$ cat config.mk
export PLATFORM = sky130hd
export DESIGN_NAME = flash_erase_seq
export DESIGN_NICKNAME = d
export VERILOG_FILES = /design/src/rtl/flash_erase_seq.sv
export SDC_FILE = /design/constraint.sdc
export NUM_CORES = 1
export LEC_CHECK = 0
export BUFFER_PORTS_ARGS = -buffer_cell sky130_fd_sc_hd__buf_4
export CAP_MARGIN = 10
export CORE_MARGIN = 2
export CORE_UTILIZATION = 65
export DETAILED_ROUTE_END_ITERATION = 12
export HOLD_SLACK_MARGIN = 0.1
export PLACE_DENSITY = 0.87
export SLEW_MARGIN = 20
export SYNTH_ARGS = -nofsm -noshare
export SYNTH_HDL_FRONTEND = slang
export SYNTH_SLANG_ARGS = --single-unit
$ cat constraint.sdc
create_clock -name clk -period 8.8 [get_ports clk]
set_clock_uncertainty 0.1 [all_clocks]
set_input_delay 0.44 -clock clk [delete_from_list [all_inputs] [get_ports clk]]
set_output_delay 0.44 -clock clk [all_outputs]
set_load 0.01 [all_outputs]
$ cat src/rtl/flash_erase_seq.sv
module flash_erase_seq #(
  parameter int     NUM_BLOCKS    = 8,
  parameter int     BLOCK_BYTES   = 1024,
  parameter int     ADDR_W        = 16,
  parameter int     BASE_ADDR     = 0,
  parameter longint CLK_HZ        = 16_000_000,
  parameter int     INIT_PULSE_US = 6250,
  parameter int     MAX_PULSE_US  = 50000,
  parameter int     DOUBLE_UNTIL  = 4,
  parameter int     MAX_TRIES     = 602,
  parameter int     SETTLE_US     = 4,
  parameter int     READ_WAIT_US  = 2
)(
  input  logic                  clk,
  input  logic                  rst,
  input  logic                  start,
  input  logic [NUM_BLOCKS-1:0] block_mask_in,
  output logic                  busy,
  output logic                  done,
  output logic                  error,
  output logic [ADDR_W-1:0]     fl_addr,
  output logic [7:0]            fl_wdata,
  output logic                  fl_we,
  output logic                  fl_re,
  input  logic [7:0]            fl_rdata,
  output logic                  fl_erase,
  output logic                  fl_verify,
  output logic [NUM_BLOCKS-1:0] fl_sel,
  output logic                  wdog_en
);

  function automatic longint us2cyc(longint us);
    longint c;
    c = (us * CLK_HZ + 64'd999_999) / 64'd1_000_000;
    return (c < 1) ? 64'd1 : c;
  endfunction

  localparam longint INIT_CYC = us2cyc(INIT_PULSE_US);
  localparam longint MAX_CYC  = us2cyc(MAX_PULSE_US);
  localparam longint SET_CYC  = us2cyc(SETTLE_US);
  localparam longint RD_CYC   = us2cyc(READ_WAIT_US);
  localparam longint TMAX     = (MAX_CYC > SET_CYC) ? ((MAX_CYC > RD_CYC) ? MAX_CYC : RD_CYC)
                                                    : ((SET_CYC > RD_CYC) ? SET_CYC : RD_CYC);
  localparam int PW = $clog2(MAX_CYC + 1);
  localparam int TW = $clog2(TMAX + 1);
  localparam int OW = (BLOCK_BYTES > 1) ? $clog2(BLOCK_BYTES) : 1;
  localparam int BW = $clog2(NUM_BLOCKS + 1);
  localparam int NW = $clog2(MAX_TRIES + 1);

  typedef enum logic [3:0] {
    S_IDLE, S_PRE, S_ERASE, S_SETTLE, S_VNEXT,
    S_VDUMMY, S_VWAIT, S_VREAD, S_VCHECK, S_EVAL
  } state_t;

  state_t                state;
  logic [NUM_BLOCKS-1:0] mask;
  logic [BW-1:0]         blk;
  logic [OW-1:0]         off;
  logic [TW-1:0]         timer;
  logic [PW-1:0]         pulse;
  logic [NW-1:0]         tries;
  logic                  done_r, err_r;

  logic [NUM_BLOCKS-1:0] blk_bit;
  logic                  sel_bit, last_off, last_blk;
  logic [PW:0]           dbl;
  logic [PW-1:0]         pulse_nx;

  assign blk_bit  = NUM_BLOCKS'(1) << blk;
  assign sel_bit  = |(mask & blk_bit);
  assign last_off = (off == OW'(BLOCK_BYTES - 1));
  assign last_blk = (blk == BW'(NUM_BLOCKS));
  assign dbl      = {pulse, 1'b0};
  assign pulse_nx = (int'(tries) >= DOUBLE_UNTIL) ? pulse :
                    (dbl > (PW+1)'(MAX_CYC))      ? PW'(MAX_CYC) : dbl[PW-1:0];

  always_ff @(posedge clk) begin
    if (rst) begin
      state  <= S_IDLE;
      mask   <= '0;
      blk    <= '0;
      off    <= '0;
      timer  <= '0;
      pulse  <= PW'(INIT_CYC);
      tries  <= '0;
      done_r <= 1'b0;
      err_r  <= 1'b0;
    end else begin
      case (state)
        S_IDLE: if (start) begin
          done_r <= 1'b0;
          err_r  <= 1'b0;
          if (block_mask_in == '0) done_r <= 1'b1;
          else begin
            mask  <= block_mask_in;
            blk   <= '0;
            off   <= '0;
            pulse <= PW'(INIT_CYC);
            tries <= NW'(1);
            state <= S_PRE;
          end
        end
        S_PRE: begin
          if (last_blk) begin
            timer <= TW'(pulse) - TW'(1);
            state <= S_ERASE;
          end else if (sel_bit && !last_off) off <= off + 1'b1;
          else begin
            off <= '0;
            blk <= blk + 1'b1;
          end
        end
        S_ERASE: begin
          if (timer == '0) begin
            timer <= TW'(SET_CYC - 1);
            blk   <= '0;
            state <= S_SETTLE;
          end else timer <= timer - 1'b1;
        end
        S_SETTLE: begin
          if (timer == '0) state <= S_VNEXT;
          else timer <= timer - 1'b1;
        end
        S_VNEXT: begin
          if (last_blk) state <= S_EVAL;
          else if (sel_bit) begin
            off   <= '0;
            state <= S_VDUMMY;
          end else blk <= blk + 1'b1;
        end
        S_VDUMMY: begin
          timer <= TW'(RD_CYC - 1);
          state <= S_VWAIT;
        end
        S_VWAIT: begin
          if (timer == '0) state <= S_VREAD;
          else timer <= timer - 1'b1;
        end
        S_VREAD: state <= S_VCHECK;
        S_VCHECK: begin
          if (fl_rdata != 8'hFF) begin
            blk   <= blk + 1'b1;
            state <= S_VNEXT;
          end else if (last_off) begin
            mask  <= mask & ~blk_bit;
            blk   <= blk + 1'b1;
            state <= S_VNEXT;
          end else begin
            off   <= off + 1'b1;
            state <= S_VDUMMY;
          end
        end
        S_EVAL: begin
          if (mask == '0) begin
            done_r <= 1'b1;
            state  <= S_IDLE;
          end else if (tries >= NW'(MAX_TRIES)) begin
            err_r <= 1'b1;
            state <= S_IDLE;
          end else begin
            pulse <= pulse_nx;
            tries <= tries + 1'b1;
            timer <= TW'(pulse_nx) - TW'(1);
            state <= S_ERASE;
          end
        end
        default: state <= S_IDLE;
      endcase
    end
  end

  assign busy      = (state != S_IDLE);
  assign done      = done_r;
  assign error     = err_r;
  assign fl_erase  = (state == S_ERASE);
  assign wdog_en   = (state == S_ERASE);
  assign fl_verify = (state == S_SETTLE) || (state == S_VNEXT) || (state == S_VDUMMY) ||
                     (state == S_VWAIT)  || (state == S_VREAD) || (state == S_VCHECK);
  assign fl_we     = ((state == S_PRE) && sel_bit) || (state == S_VDUMMY);
  assign fl_re     = (state == S_VREAD);
  assign fl_wdata  = (state == S_VDUMMY) ? 8'hFF : 8'h00;
  assign fl_sel    = mask;
  assign fl_addr   = ADDR_W'(BASE_ADDR) + ADDR_W'(blk) * ADDR_W'(BLOCK_BYTES) + ADDR_W'(off);

endmodule

==> flow_metrics.env <==
export IMPL_antenna_found_initial=0
export IMPL_synth_compound_area_share_pct=29.3
export IMPL_grt_pass1_vias=5131
export IMPL_period_minus_slack_ns=4.29
export IMPL_synth_fa_ha_area_share_pct=2.66
export IMPL_p_switching_w=0.000665
export IMPL_grt_max_degree=54
export IMPL_io_buffers=56
export IMPL_swShare_pct=46.3
export IMPL_drv_cap=0
export IMPL_start_util_pct=68.0
export IMPL_coreArea_um2=8300
export IMPL_cts_buffer_depth=2
export IMPL_ios=59
export IMPL_ant_nets=0
export IMPL_max_slew_margin_pct=42.8
export IMPL_postSynthAreaPerCell_um2=7.52
export IMPL_p_int_w=0.000772
export IMPL_p_total_w=0.00144
export IMPL_status="finished, final reports clean"
export IMPL_timing_final_crit_share_pct=48.7
export IMPL_hpwl_um=11500
export IMPL_die_w_um=97.2
export IMPL_critPathArrivalTime_ns=4.46
export IMPL_cp_end_kind="flop"
export IMPL_synth_edf_count=0
export IMPL_nets=797
export IMPL_synth_xor_area_share_pct=3.26
export IMPL_rows=33
export IMPL_die_y_um=97.2
export IMPL_ys_async_sr_fraction_pct=0
export IMPL_wirelength_met1_um=6930
export IMPL_fin_setup_tns_ns=0
export IMPL_clock_sinks=78
export IMPL_rsz0062_at_grt="no"
export IMPL_htreeDepth=3
export IMPL_finalInstanceArea_um2=6130
export IMPL_ys_seq_area_share_pct=27.7
export IMPL_slew_violations=0
export IMPL_tightest_slew_ns=0.855
export IMPL_postSynthCellCount=750
export IMPL_vdd_drop_max_mv=0.130
export IMPL_drc=0
export IMPL_synth_top_family_by_area="simple AND/OR/NAND/NOR gates"
export IMPL_synth_distinct_cells=84
export IMPL_wl_met2_um=7270
export IMPL_drt_pre_antenna_iters=6
export IMPL_synth_seq_cells=78
export IMPL_multiInputGateArea_um2=3720
export IMPL_clkLatencyLatePin_ns=0.37
export IMPL_worstPathRequired_ns=8.98
export IMPL_num_fill_cells=650
export IMPL_crit_type="flop to flop"
export IMPL_setup_ws_ns=4.51
export IMPL_cts_tree="built"
export IMPL_highest_layer="met4"
export IMPL_cts_root_buf="clkbuf_8"
export IMPL_cts_resized=0
export IMPL_finalHoldViolCount=0
export IMPL_pwr_share_comb_pct=49.3
export IMPL_ys_warn_count=0
export IMPL_yosys_area_share_simple_pct=29.4
export IMPL_gp_congestion=1.01
export IMPL_wl_per_cell_um=18.2
export IMPL_crit_path_start_kind="flop"
export IMPL_leakage_nw=2.23
export IMPL_num_antenna_cells=0
export IMPL_drtIter0Drc=674
export IMPL_dp_slack_ns=4.67
export IMPL_fin_util_pct=73.9
export IMPL_fmax_mhz=233
export IMPL_worst_hold_path_type="primary input to flop"
export IMPL_layout_common_cells="88 x nor2_1, 78 x dfxtp_1, 71 x a21oi_1, 59 x nand2_1, 59 x buf_4"
export IMPL_drive_above_1_share_pct=14.8
export IMPL_pwr_share_clk_pct=18.1
export IMPL_cts_setup_buffers=0
export IMPL_cts_buffers=9
export IMPL_pwr_share_seq_pct=32.6
export IMPL_vias=5957
export IMPL_dpl_instance_area_um2=5940
export IMPL_cts_clk_slew_worst_paths_ns=0.09
export IMPL_grt_pass1_wl_um=25900
export IMPL_cp_max_fo=18
export IMPL_area_growth_pct=8.72
export IMPL_post_drt_via_cell_ratio=6.80
export IMPL_muxShareOfSynthArea_pct=1.11
export IMPL_layout_commonest_cell="nor2_1"
export IMPL_wl_met3_um=1420
export IMPL_power_density_nw_per_um2=234
export IMPL_seq_area_um2=1560
export IMPL_cts_hold_buf=0
export IMPL_ys_flop_type="dfxtp_1"
export IMPL_wl_um=16000
export IMPL_die_area_um2=9440
export IMPL_setup_violations_final=0
export IMPL_synth_area_um2=5640
export IMPL_grt_ovfl_total=0
export IMPL_track_usage_pct=32.8
area by class of cell:
class	count	area share, %
inverters	24	1.47
clock inverters	7	1.00
flip-flops and latches	78	25.5
multi-input cells	593	60.6
clock buffers	9	2.02
repair buffers	60	7.30
well taps	105	2.14
worst paths after layout:
| check | cells past startpoint | endpoint | from | slack, ns |
|---|---|---|---|---|
| setup / recovery | 13 | timer[16] | pulse[5] | 4.51 |
| hold reg to reg | 2 | done | done | 0.40 |
| hold / removal | 3 | fl_sel[4] | block_mask_in[4] | 0.23 |
| setup reg to reg | 13 | timer[16] | pulse[5] | 4.51 |
sequential cells by signal, indices dropped and copies added, names as in the netlist:
name / flops
pulse: 20
timer: 20
off: 10
state: 4
done: 1
fl_sel: 8
error: 1
blk: 4
tries: 10
synthesized netlist by cell type, types with 4 or more instances:
library cell,count,area [um^2]
nor2_1,88,330
dfxtp_1,78,1560
a21oi_1,71,355
nand2_1,59,221
o21ai_0,50,250
clkbuf_1,33,124
nor3_1,28,140
nand3_1,25,125
nor4_1,25,156
inv_1,23,86.3
a22oi_1,16,120
xnor2_1,15,131
or3_1,13,81.3
ha_1,12,150
buf_4,11,82.6
nand2b_1,10,62.6
o211ai_1,9,67.6
a211oi_1,8,60.1
a31oi_1,8,50.1
buf_2,8,40.0
nand4_1,8,50.1
or4_1,8,60.1
and3_1,7,43.8
a21o_1,6,45.0
o21a_1,6,45.0
o21bai_1,6,45.0
o22ai_1,6,37.5
xor2_1,6,52.6
nor4_4,5,106
o31ai_1,5,37.5
or2_2,5,31.3
a2bb2oi_1,4,35.0
and2_1,4,25.0
mux2i_1,4,40.0
o21ai_1,4,20.0
power by group through the flow:
stage / sequential (W) / combinational, W / clock (W)
finish: 0.000468 / 0.000708 / 0.000261
global placement: 0.000469 / 0.000673 / 0
floorplan: 0.000447 / 0.000536 / 0
detailed placement: 0.000473 / 0.000688 / 0
CTS: 0.000465 / 0.000693 / 0.000261
global route: 0.000476 / 0.000780 / 0.000275
per-stage QoR:
step / std cells / hold slack, ns
2_1_floorplan: 751 / 0.358
3_3_place_gp: 859 / 0.365
3_5_place_dp: 859 / 0.376
4_1_cts: 875 / 0.228
5_1_grt: 876 / 0.231
6_report: 876 / 0.232
worst max-delay path, cell delays in order, from the launching register on:
cell and delay, ns:
dfxtp_1 0.60, nor3_1 0.19, a211oi_2 0.46, o22ai_2 0.35, and3_1 0.29, a21oi_1 0.13
ha_1 0.20, inv_1 0.10, or3_1 0.37, a211oi_2 0.34, o32ai_2 0.22, nor4b_1 0.41
xor2_1 0.15, o41ai_2 0.28
per-layer routing:
| layer | up-vias | global-route usage, % |
|---|---|---|
| met1 | 2784 | 47.4 |
| met3 | 38 | 4.89 |
| met4 | 0 | 10.5 |
| met5 | - | 0 |
| li1 | 2822 | - |
| met2 | 313 | 50.4 |
kinds of logic (layout without fill, tap and decap cells):
logic type               count (synthesis)  in the layout
AO/OA/AOI/OAI                          245            245
AND/OR/NAND/NOR                        307            307
flip-flops                              78             78
XOR/XNOR                                21             21
adder cells (fa/ha/maj)                 12             12
other                                    1              2
multiplexers                             6              6
buffers and inverters                   80            100
Power figures use the tool's default switching activity.
